===== config.mk =====
export PLATFORM = sky130hd
export DESIGN_NAME = fan_pwm_gen
export DESIGN_NICKNAME = d
export VERILOG_FILES = /design/src/rtl/fpg_pkg.sv /design/src/rtl/fpg_prescaler.sv /design/src/rtl/fpg_period_cnt.sv /design/src/rtl/fpg_channel.sv /design/src/rtl/fan_pwm_gen.sv
export SDC_FILE = /design/constraint.sdc
export NUM_CORES = 1
export LEC_CHECK = 0
export BUFFER_PORTS_ARGS = -buffer_cell sky130_fd_sc_hd__buf_2
export CAP_MARGIN = 20
export CORE_MARGIN = 3
export CORE_UTILIZATION = 55
export CTS_BUF_LIST = sky130_fd_sc_hd__clkbuf_8
export CTS_CLUSTER_DIAMETER = 40
export DETAILED_ROUTE_END_ITERATION = 8
export GPL_ROUTABILITY_DRIVEN = 1
export PLACE_DENSITY = 0.87
export SLEW_MARGIN = 5
export SYNTH_ARGS = -nofsm -noshare
export SYNTH_HDL_FRONTEND = slang
export SYNTH_SLANG_ARGS = --single-unit

===== constraint.sdc =====
create_clock -name clk -period 2.7 [get_ports clk]
set_input_delay 0.135 -clock clk [delete_from_list [all_inputs] [get_ports clk]]
set_output_delay 0.135 -clock clk [all_outputs]
set_load 0.005 [all_outputs]

===== src/rtl/fpg_pkg.sv =====
package fpg_pkg;

  // Divider field width, period field width, prescaler counter width
  localparam int DIV_W = 4;
  localparam int PER_W = 8;
  localparam int PRE_W = (2 ** DIV_W - 1) + $clog2(2 ** (DIV_W + 1));

  // Clock type word: period in [15:8], high divider in [7:4], low divider in [3:0]
  typedef struct packed {
    logic [PER_W-1:0] period;
    logic [DIV_W-1:0] hi_div;
    logic [DIV_W-1:0] lo_div;
  } clk_type_t;

  // One channel's compare pair: fall in the upper byte, rise in the lower byte
  typedef struct packed {
    logic [PER_W-1:0] fall;
    logic [PER_W-1:0] rise;
  } edge_pts_t;

  // Clock cycles per counter step
  function automatic logic [PRE_W-1:0] div_ratio(input logic [DIV_W-1:0] h,
                                                 input logic [DIV_W-1:0] l);
    logic [PRE_W-1:0] base;
    base = (l == '0) ? PRE_W'(1) : PRE_W'({l, 1'b0});
    return base << h;
  endfunction

  // Level for a given counter value and compare pair
  function automatic logic in_on_window(input logic [PER_W-1:0] c,
                                        input logic [PER_W-1:0] r,
                                        input logic [PER_W-1:0] f);
    logic lvl;
    if (r == f)     lvl = 1'b1;
    else if (r < f) lvl = (c >= r) && (c < f);
    else            lvl = (c >= r) || (c < f);
    return lvl;
  endfunction

endpackage


===== src/rtl/fpg_prescaler.sv =====
module fpg_prescaler
  import fpg_pkg::*;
(
  input  logic             clk,
  input  logic             rst_n,
  input  logic             run,
  input  logic [DIV_W-1:0] hi_div,
  input  logic [DIV_W-1:0] lo_div,
  output logic             tick
);

  logic [PRE_W-1:0] pre_q;
  logic [PRE_W-1:0] ratio;

  assign ratio = div_ratio(hi_div, lo_div);
  // >= guards against a ratio lowered mid-count
  assign tick  = run && (pre_q >= ratio - PRE_W'(1));

  always_ff @(posedge clk or negedge rst_n) begin
    if (!rst_n)      pre_q <= '0;
    else if (!run)   pre_q <= '0;
    else if (tick)   pre_q <= '0;
    else             pre_q <= pre_q + PRE_W'(1);
  end

endmodule


===== src/rtl/fpg_period_cnt.sv =====
module fpg_period_cnt
  import fpg_pkg::*;
(
  input  logic             clk,
  input  logic             rst_n,
  input  logic             run,
  input  logic             tick,
  input  logic [PER_W-1:0] period,
  output logic [PER_W-1:0] cnt,
  output logic             wrap
);

  // >= guards against a period lowered below the current count
  assign wrap = tick && (cnt >= period);

  always_ff @(posedge clk or negedge rst_n) begin
    if (!rst_n)     cnt <= '0;
    else if (!run)  cnt <= '0;
    else if (wrap)  cnt <= '0;
    else if (tick)  cnt <= cnt + PER_W'(1);
  end

endmodule


===== src/rtl/fpg_channel.sv =====
module fpg_channel
  import fpg_pkg::*;
(
  input  logic             clk,
  input  logic             rst_n,
  input  logic             run,
  input  logic             ch_en,
  input  logic             load,
  input  edge_pts_t        pts_in,
  input  logic [PER_W-1:0] cnt,
  output logic             pwm
);

  edge_pts_t shadow_q;
  logic      level;

  assign level = in_on_window(cnt, shadow_q.rise, shadow_q.fall);

  always_ff @(posedge clk or negedge rst_n) begin
    if (!rst_n)    shadow_q <= '0;
    else if (load) shadow_q <= pts_in;
  end

  always_ff @(posedge clk or negedge rst_n) begin
    if (!rst_n) pwm <= 1'b0;
    else        pwm <= run && ch_en && level;
  end

endmodule


===== src/rtl/fan_pwm_gen.sv =====
module fan_pwm_gen
  import fpg_pkg::*;
#(
  parameter int NUM_CH = 4
) (
  input  logic                clk,
  input  logic                rst_n,
  input  logic                clk_en,
  input  logic [15:0]         type_cfg,
  input  logic [NUM_CH-1:0]   ch_en,
  input  logic [NUM_CH*16-1:0] duty_words,
  output logic [NUM_CH-1:0]   pwm_out
);

  localparam int PTS_W = 2 * PER_W;

  clk_type_t        cfg;
  logic             tick;
  logic             wrap;
  logic             load;
  logic [PER_W-1:0] cnt_q;

  assign cfg  = clk_type_t'(type_cfg);
  // Shadow load at each period boundary, and continuously while stopped
  assign load = wrap || !clk_en;

  fpg_prescaler u_pre (
    .clk    (clk),
    .rst_n  (rst_n),
    .run    (clk_en),
    .hi_div (cfg.hi_div),
    .lo_div (cfg.lo_div),
    .tick   (tick)
  );

  fpg_period_cnt u_cnt (
    .clk    (clk),
    .rst_n  (rst_n),
    .run    (clk_en),
    .tick   (tick),
    .period (cfg.period),
    .cnt    (cnt_q),
    .wrap   (wrap)
  );

  // Channel c uses bits [c*16 +: 16]; two channels per 32-bit word
  for (genvar c = 0; c < NUM_CH; c++) begin : g_ch
    fpg_channel u_ch (
      .clk    (clk),
      .rst_n  (rst_n),
      .run    (clk_en),
      .ch_en  (ch_en[c]),
      .load   (load),
      .pts_in (edge_pts_t'(duty_words[c*PTS_W +: PTS_W])),
      .cnt    (cnt_q),
      .pwm    (pwm_out[c])
    );
  end

endmodule


; Yosys cells after proc, flatten, opt, wreduce, memory -nomap -nowiden
; Index checks and enable logic that the tools add are counted.
[word_totals]
input_bits = 87
wordCells = 72
out_inout_bits = 4
reg_bits = 96
[op_classes]
n_reduce_logical = 21
muxes = 14
shifts = 1
eq_ne = 5
magnitude_cmp = 14
add_sub_neg = 3
[ops]
columns = operator, n
row1 = $lt 8x8->1, 8
row2 = $ge 8x8->1, 5
row3 = $mux 20, 2
row4 = $eq 8x8->1, 4
row5 = $mux 8, 3
row6 = $add 20x1->20 const B, 1
row7 = $ge 20x20->1, 1
row8 = $shl 20x4->20, 1
row9 = $sub 20x1->20 const B, 1
row10 = $logic_and 1x1->1, 14
row11 = $add 8x1->8 const B, 1
row12 = $mux 1, 8
row13 = $logic_or 1x1->1, 5
row14 = $mux 5, 1
row15 = $logic_not 4->1, 1
row16 = $ne 3x1->1 const B, 1
row17 = $logic_not 1->1, 1

; Logic depth before layout (Yosys ltp)
[logic_depth]
word_depth = 9
mapped_depth = 21
depth_no_buf = 17

; By module
; From an unflattened synthesis, not the netlist that was laid out.
[unflattened]
cells_unflattened = 908
hier_area_um2 = 7986.4
[modules_own_cells]
columns = mod, seq_area_each_um2, area_each_um2, instances, cells_each
row1 = fpg_channel, 425.4, 1148.6, 4, 125
row2 = fpg_prescaler, 500.5, 2677.6, 1, 333
row3 = fpg_period_cnt, 200.2, 708.2, 1, 74
row4 = fan_pwm_gen, 0.0, 6.3, 1, 1

; Least setup slack after synthesis
; OpenSTA, ideal clock, no wires.
[synth_path]
path_type = input port to flip-flop
from = input port type_cfg[2]
to = register g_ch[0].u_ch.shadow_q[0] in the netlist's numbering
arrival_ns = 4.203
slack_ns = -1.628
required_time_ns = 2.575
setup_ns = 0.125
path_stages = 18
path_buffers = 4
path_cell_list = buf_2 or4_1 buf_2 o21ai_0 nand2_1 ha_1 o31a_1 and2_1 a2111oi_0 a221oi_1 ha_1 nand4_1 o311a_1 o21ai_0 and2_1 clkbuf_1 buf_2 mux2_2
[synth_via]
elab_chain_cells = 8
[synth_lines]
columns = element, line
row1 = start: declaration, fan_pwm_gen.sv:9  ; input logic [15:0] type_cfg,
row2 = $logic_not 4->1, fpg_pkg.sv:25  ; base = (l == '0) ? PRE_W'(1) : PRE_W'({l, 1'b0});
row3 = $mux 5 (*), fpg_pkg.sv:25
row4 = $shl 20x4->20 (*), fpg_pkg.sv:26  ; return base << h;
row5 = $sub 20x1->20 (*), fpg_prescaler.sv:17  ; assign tick = run && (pre_q >= ratio - PRE_W'(1));
row6 = $ge 20x20->1 (*), fpg_prescaler.sv:17
row7 = $logic_and 1x1->1 (*), fpg_prescaler.sv:17
row8 = $logic_and 1x1->1 (*), fpg_period_cnt.sv:14  ; assign wrap = tick && (cnt >= period);
row9 = $logic_or 1x1->1 (*), fan_pwm_gen.sv:25  ; assign load = wrap || !clk_en;
row10 = end signal: assignment, fpg_channel.sv:21  ; else if (load) shadow_q <= pts_in;
row11 = end: declaration, fpg_channel.sv:14  ; edge_pts_t shadow_q;
; Every way passes the cells marked *; elsewhere a longest branch is shown, timed or not.
; A chain may end at the register's enable or synchronous reset.

; Worst setup path after layout
[layout_path]
from = input port type_cfg[3]
to = register u_cnt.cnt[4]
[layout_via]
elab_chain_cells = 9
word_cells_on_any_way = 10
cone_classes = add/sub: 1 / order compare: 1 / eq/ne: 1 / shift: 1 / mux: 3 / reduce/logical: 3
[layout_lines]
columns = element, line
row1 = $logic_not 4->1, fpg_pkg.sv:25
row2 = $mux 5 (*), fpg_pkg.sv:25
row3 = $shl 20x4->20 (*), fpg_pkg.sv:26
row4 = $sub 20x1->20 (*), fpg_prescaler.sv:17
row5 = $ge 20x20->1 (*), fpg_prescaler.sv:17
row6 = $logic_and 1x1->1 (*), fpg_prescaler.sv:17
row7 = $logic_and 1x1->1, fpg_period_cnt.sv:14
row8 = $mux 8, fpg_period_cnt.sv:19  ; else if (wrap) cnt <= '0;
row9 = $mux 8, fpg_period_cnt.sv:18  ; else if (!run) cnt <= '0;
row10 = end signal: assignment, fpg_period_cnt.sv:20  ; else if (tick) cnt <= cnt + PER_W'(1);
row11 = end: declaration, fpg_period_cnt.sv:9  ; output logic [PER_W-1:0] cnt,
; Marked as above.

==> summary.md <==
| Metric | Value |
|---|---|
| Slew of the pin with the lowest slew margin | 957 ps |
| RSZ-0062 raised after global routing | true |
| Clock Skews | 21.4 ps |
| Fmax | approximately 240 MHz |
| HP Class | in2reg |
| Switching power | roughly 2 mW |
| H-tree Lvls | 3 |
| PD cells | 512 mW/mm² |
| GR met2 Demand/Resource | 53.6% |
| Run status | finished, violations left |
| Synth cell types | 67 |
| Clock buffer count from CTS | 9 |
| CP Class | in2reg |
| NumNets Final | 1233 |
| Clock group share of total power | between 20% and 30% |
| Root buffer cell | clkbuf_8 |
| Switching share of total power | a little over a third |
| Gr ovfl total | 0 |
| WP data required | 3000 ps |
| Sequential share of power | a little over a third |
| Clock period minus worst slack | 4140 ps |
| CP Launch Type | primary input |
| Synth area leaders | dfrtp_1, ha_1, mux2_2, a21o_1, inv_1 |
| Number of global-route vias before repair | 7798 |
| Max Slew Vio Count | 0 |
| Most frequent cells after synthesis | ha_1, dfrtp_1, inv_1 |
| Reg2reg setup slack | -390 ps |
| Crit path DAT | 4440 ps |
| Core area | ~0.013 mm² |
| WL per Instance | 24.3 µm |
| Horiz. Die Dim | 124 µm |
| Layout cells sized above 1 | 30.8% |
| Clock sinks | 96 |
| Synth Flop Type | dfrtp_1 |
| Hold Crit Depth | 2 |
| Worst slew margin | between 30% and 40% |
| P&R area growth vs syn | 36.1% |
| Leak | 5.55 nW |
| Synth async-reset ratio | 100% |
| Ant. Diodes | 0 |
| Met1 usage | 34.3% |
| Port Buf Inserts | 90 |
| GRT Total Usage | 30.6% |
| Via density | about 6.6 |
| Maximum vdd drop | 452 µV |
| Routability cong. | approximately 0.93 |
| Register area share after synthesis | between 30% and 40% |
| CTS clk-pin slew, worst paths | 110 ps |
| Comb power frac | 42.6% |
| I/O pin count | a little over 90 |
| Final WL | ~30 mm |
| Max_cap viols | 0 |
| Initial Util | 57.1% |
| Cells after Synth | 780 |
| Yosys top cell area share | 31.3% |
| Placed cells | 1104 |
| CTS max path bufs | 2 |
| Cell Count, Final, Fillers Out | 1204 |
| Failing checks | hold timing, setup timing |
| Met3 usage | 6.44% |
| Detail Route Antenna Nets | 0 |
| Largest net degree at the start of global routing | 63 |
| Initial drt markers | 1013 |
| Dpl hpwl | around 15 mm |
| Site Rows | 42 |
| Count leader, synth | ha_1 |
| Post-synth EDFFs | 0 |
| Yosys reg bits | 96 |
| Tcrit/Tclk final | 153% |
| Synth area leader | dfrtp_1 |
| Final setup fails | 92 |
| Mapped Area | 0.00769 mm² |
| DRC viols | 0 |
| Clk_lat worst skew | 410 ps |
| Gr busiest metal | met2 |
| Hold slack final | -20.7 ps |
| Crit path max fanout | 7 |
| Die area | 0.0154 mm² |
| Dpl ws | -1300 ps |
| Crit end category | flop |
| DR pass1 iterations | 6 |
| TritonCTS clock tree | done |
| Synth warnings | 0 |
| Final setup TNS | -100300 ps |
| Worst Setup Slack, final | -1440 ps |
| First-pass GRT wire length | 38.4 mm |
| Fin. Hold Viols | 3 |
| Mapped Nets | 990 |
| Syn Area/Cell | approximately 9.9 µm² |
| Die Y | 124 µm |
| Antenna violations before repair | 0 |
| Internal power | 3.40 mW |
| Worst r2r path cells | 7 |
| Vias | 7920 |
-- power by group through the flow --
stage	logic [mW]	registers [mW]	clock network [mW]
after CTS	1.83	1.82	1.16
after floorplan	1.18	1.79	0
after global placement	1.56	1.84	0
after detailed placement	1.68	1.85	0
final	2.28	1.87	1.20
after global routing	2.44	1.89	1.24
-- cells in the final DEF, fill, tap and decap left out, types with 4 or more instances in the layout --
master	count
clkbuf_8	9
mux2_2	4
dfrtp_1	96
nand2_1	24
nand3_1	14
nand4_1	18
clkbuf_16	5
xor2_1	16
buf_2	86
nor3_1	8
o211a_1	4
nand2b_1	25
a2111oi_0	4
nor2b_1	13
o21ai_0	15
nor2_2	4
nor2_1	47
maj3_1	4
and3_1	7
xnor2_1	12
o21a_1	6
buf_6	7
o2111ai_1	4
a21o_1	40
buf_4	87
ha_1	122
a31oi_1	7
o21ai_2	5
a21oi_1	38
mux2_4	65
dlygate4sd3_1	66
inv_1	77
-- per-stage QoR --
step                      hold slack [ps]  total power, mW  utilization [%]  area (µm²)
after global placement                264             3.40             66.1        8890
after detailed placement              273             3.53             66.1        8890
final                               -20.7             5.36             77.8       10500
after global routing                -18.7             5.56             77.8       10500
after floorplan                      -161             2.97                -        7760
after CTS                            2.66             4.82             74.3       10000
-- logic make-up after synthesis --
logic type / Yosys count / share of synthesized area [%]
fa+ha+maj: 127 / 20.5
buf+inv: 105 / 5.81
compound gates: 169 / 15.9
mux: 73 / 10.6
simple gates: 182 / 12.7
flops: 96 / 31.2
xor+xnor: 28 / 3.19
-- routing by layer --
| layer | vias to the layer above | part of all wire (%) |
|---|---|---|
| li1 | 3297 | - |
| met2 | 630 | 47 |
| met3 | 290 | 9.6 |
| met5 | - | 0 |
| met1 | 3703 | 34 |
| met4 | 0 | 9.5 |
-- critical path: stages --
cell	delay (ps)
buf_6	100
buf_4	140
mux2_2	300
a211o_1	310
o211ai_1	300
and4b_4	310
nor4b_4	270
buf_4	180
buf_4	100
a21oi_1	70
ha_1	290
nand4_1	200
a211o_1	380
o21ai_4	200
buf_4	140
buf_4	100
buf_6	120
buf_12	140
o21ai_0	350
o2bb2ai_2	270
-- area by class of cell --
type	instances	area, µm²
multi-input cells	580	5230
fillers	726	2990
flip-flops and latches	96	2400
repair buffers	258	2080
inverters	78	293
well taps	176	220
clock buffers	9	124
clock inverters	7	119
-- registers in the layout, indices dropped and copies added, names as in the netlist --
name                count
u_pre.pre_q            20
g_ch.u_ch.shadow_q     64
g_ch.u_ch.pwm           4
u_cnt.cnt               8
-- path summary, 6_finish.rpt --
path | start | to
max in group asynchronous | rst_n | g_ch[0].u_ch.shadow_q[1]
worst max register to register | u_cnt.cnt[1] | u_cnt.cnt[4]
min in group asynchronous | rst_n | g_ch[1].u_ch.shadow_q[3]
worst min-delay path | duty_words[14] | g_ch[0].u_ch.shadow_q[14]
worst max-delay path | type_cfg[3] | u_cnt.cnt[4]
worst min register to register | u_pre.pre_q[0] | u_pre.pre_q[0]
-- timing repair --
action                                  in CTS  in global routing
hold endpoints to repair                   122                  2
gates resized for setup                     41                 74
endpoints found under the setup margin      92                 92
pin swaps                                    5                 14
cloned                                       1                  8
setup buffers                                8                  2
hold buffers                                64                  2
No activity file was read; power rests on OpenSTA's default activity.
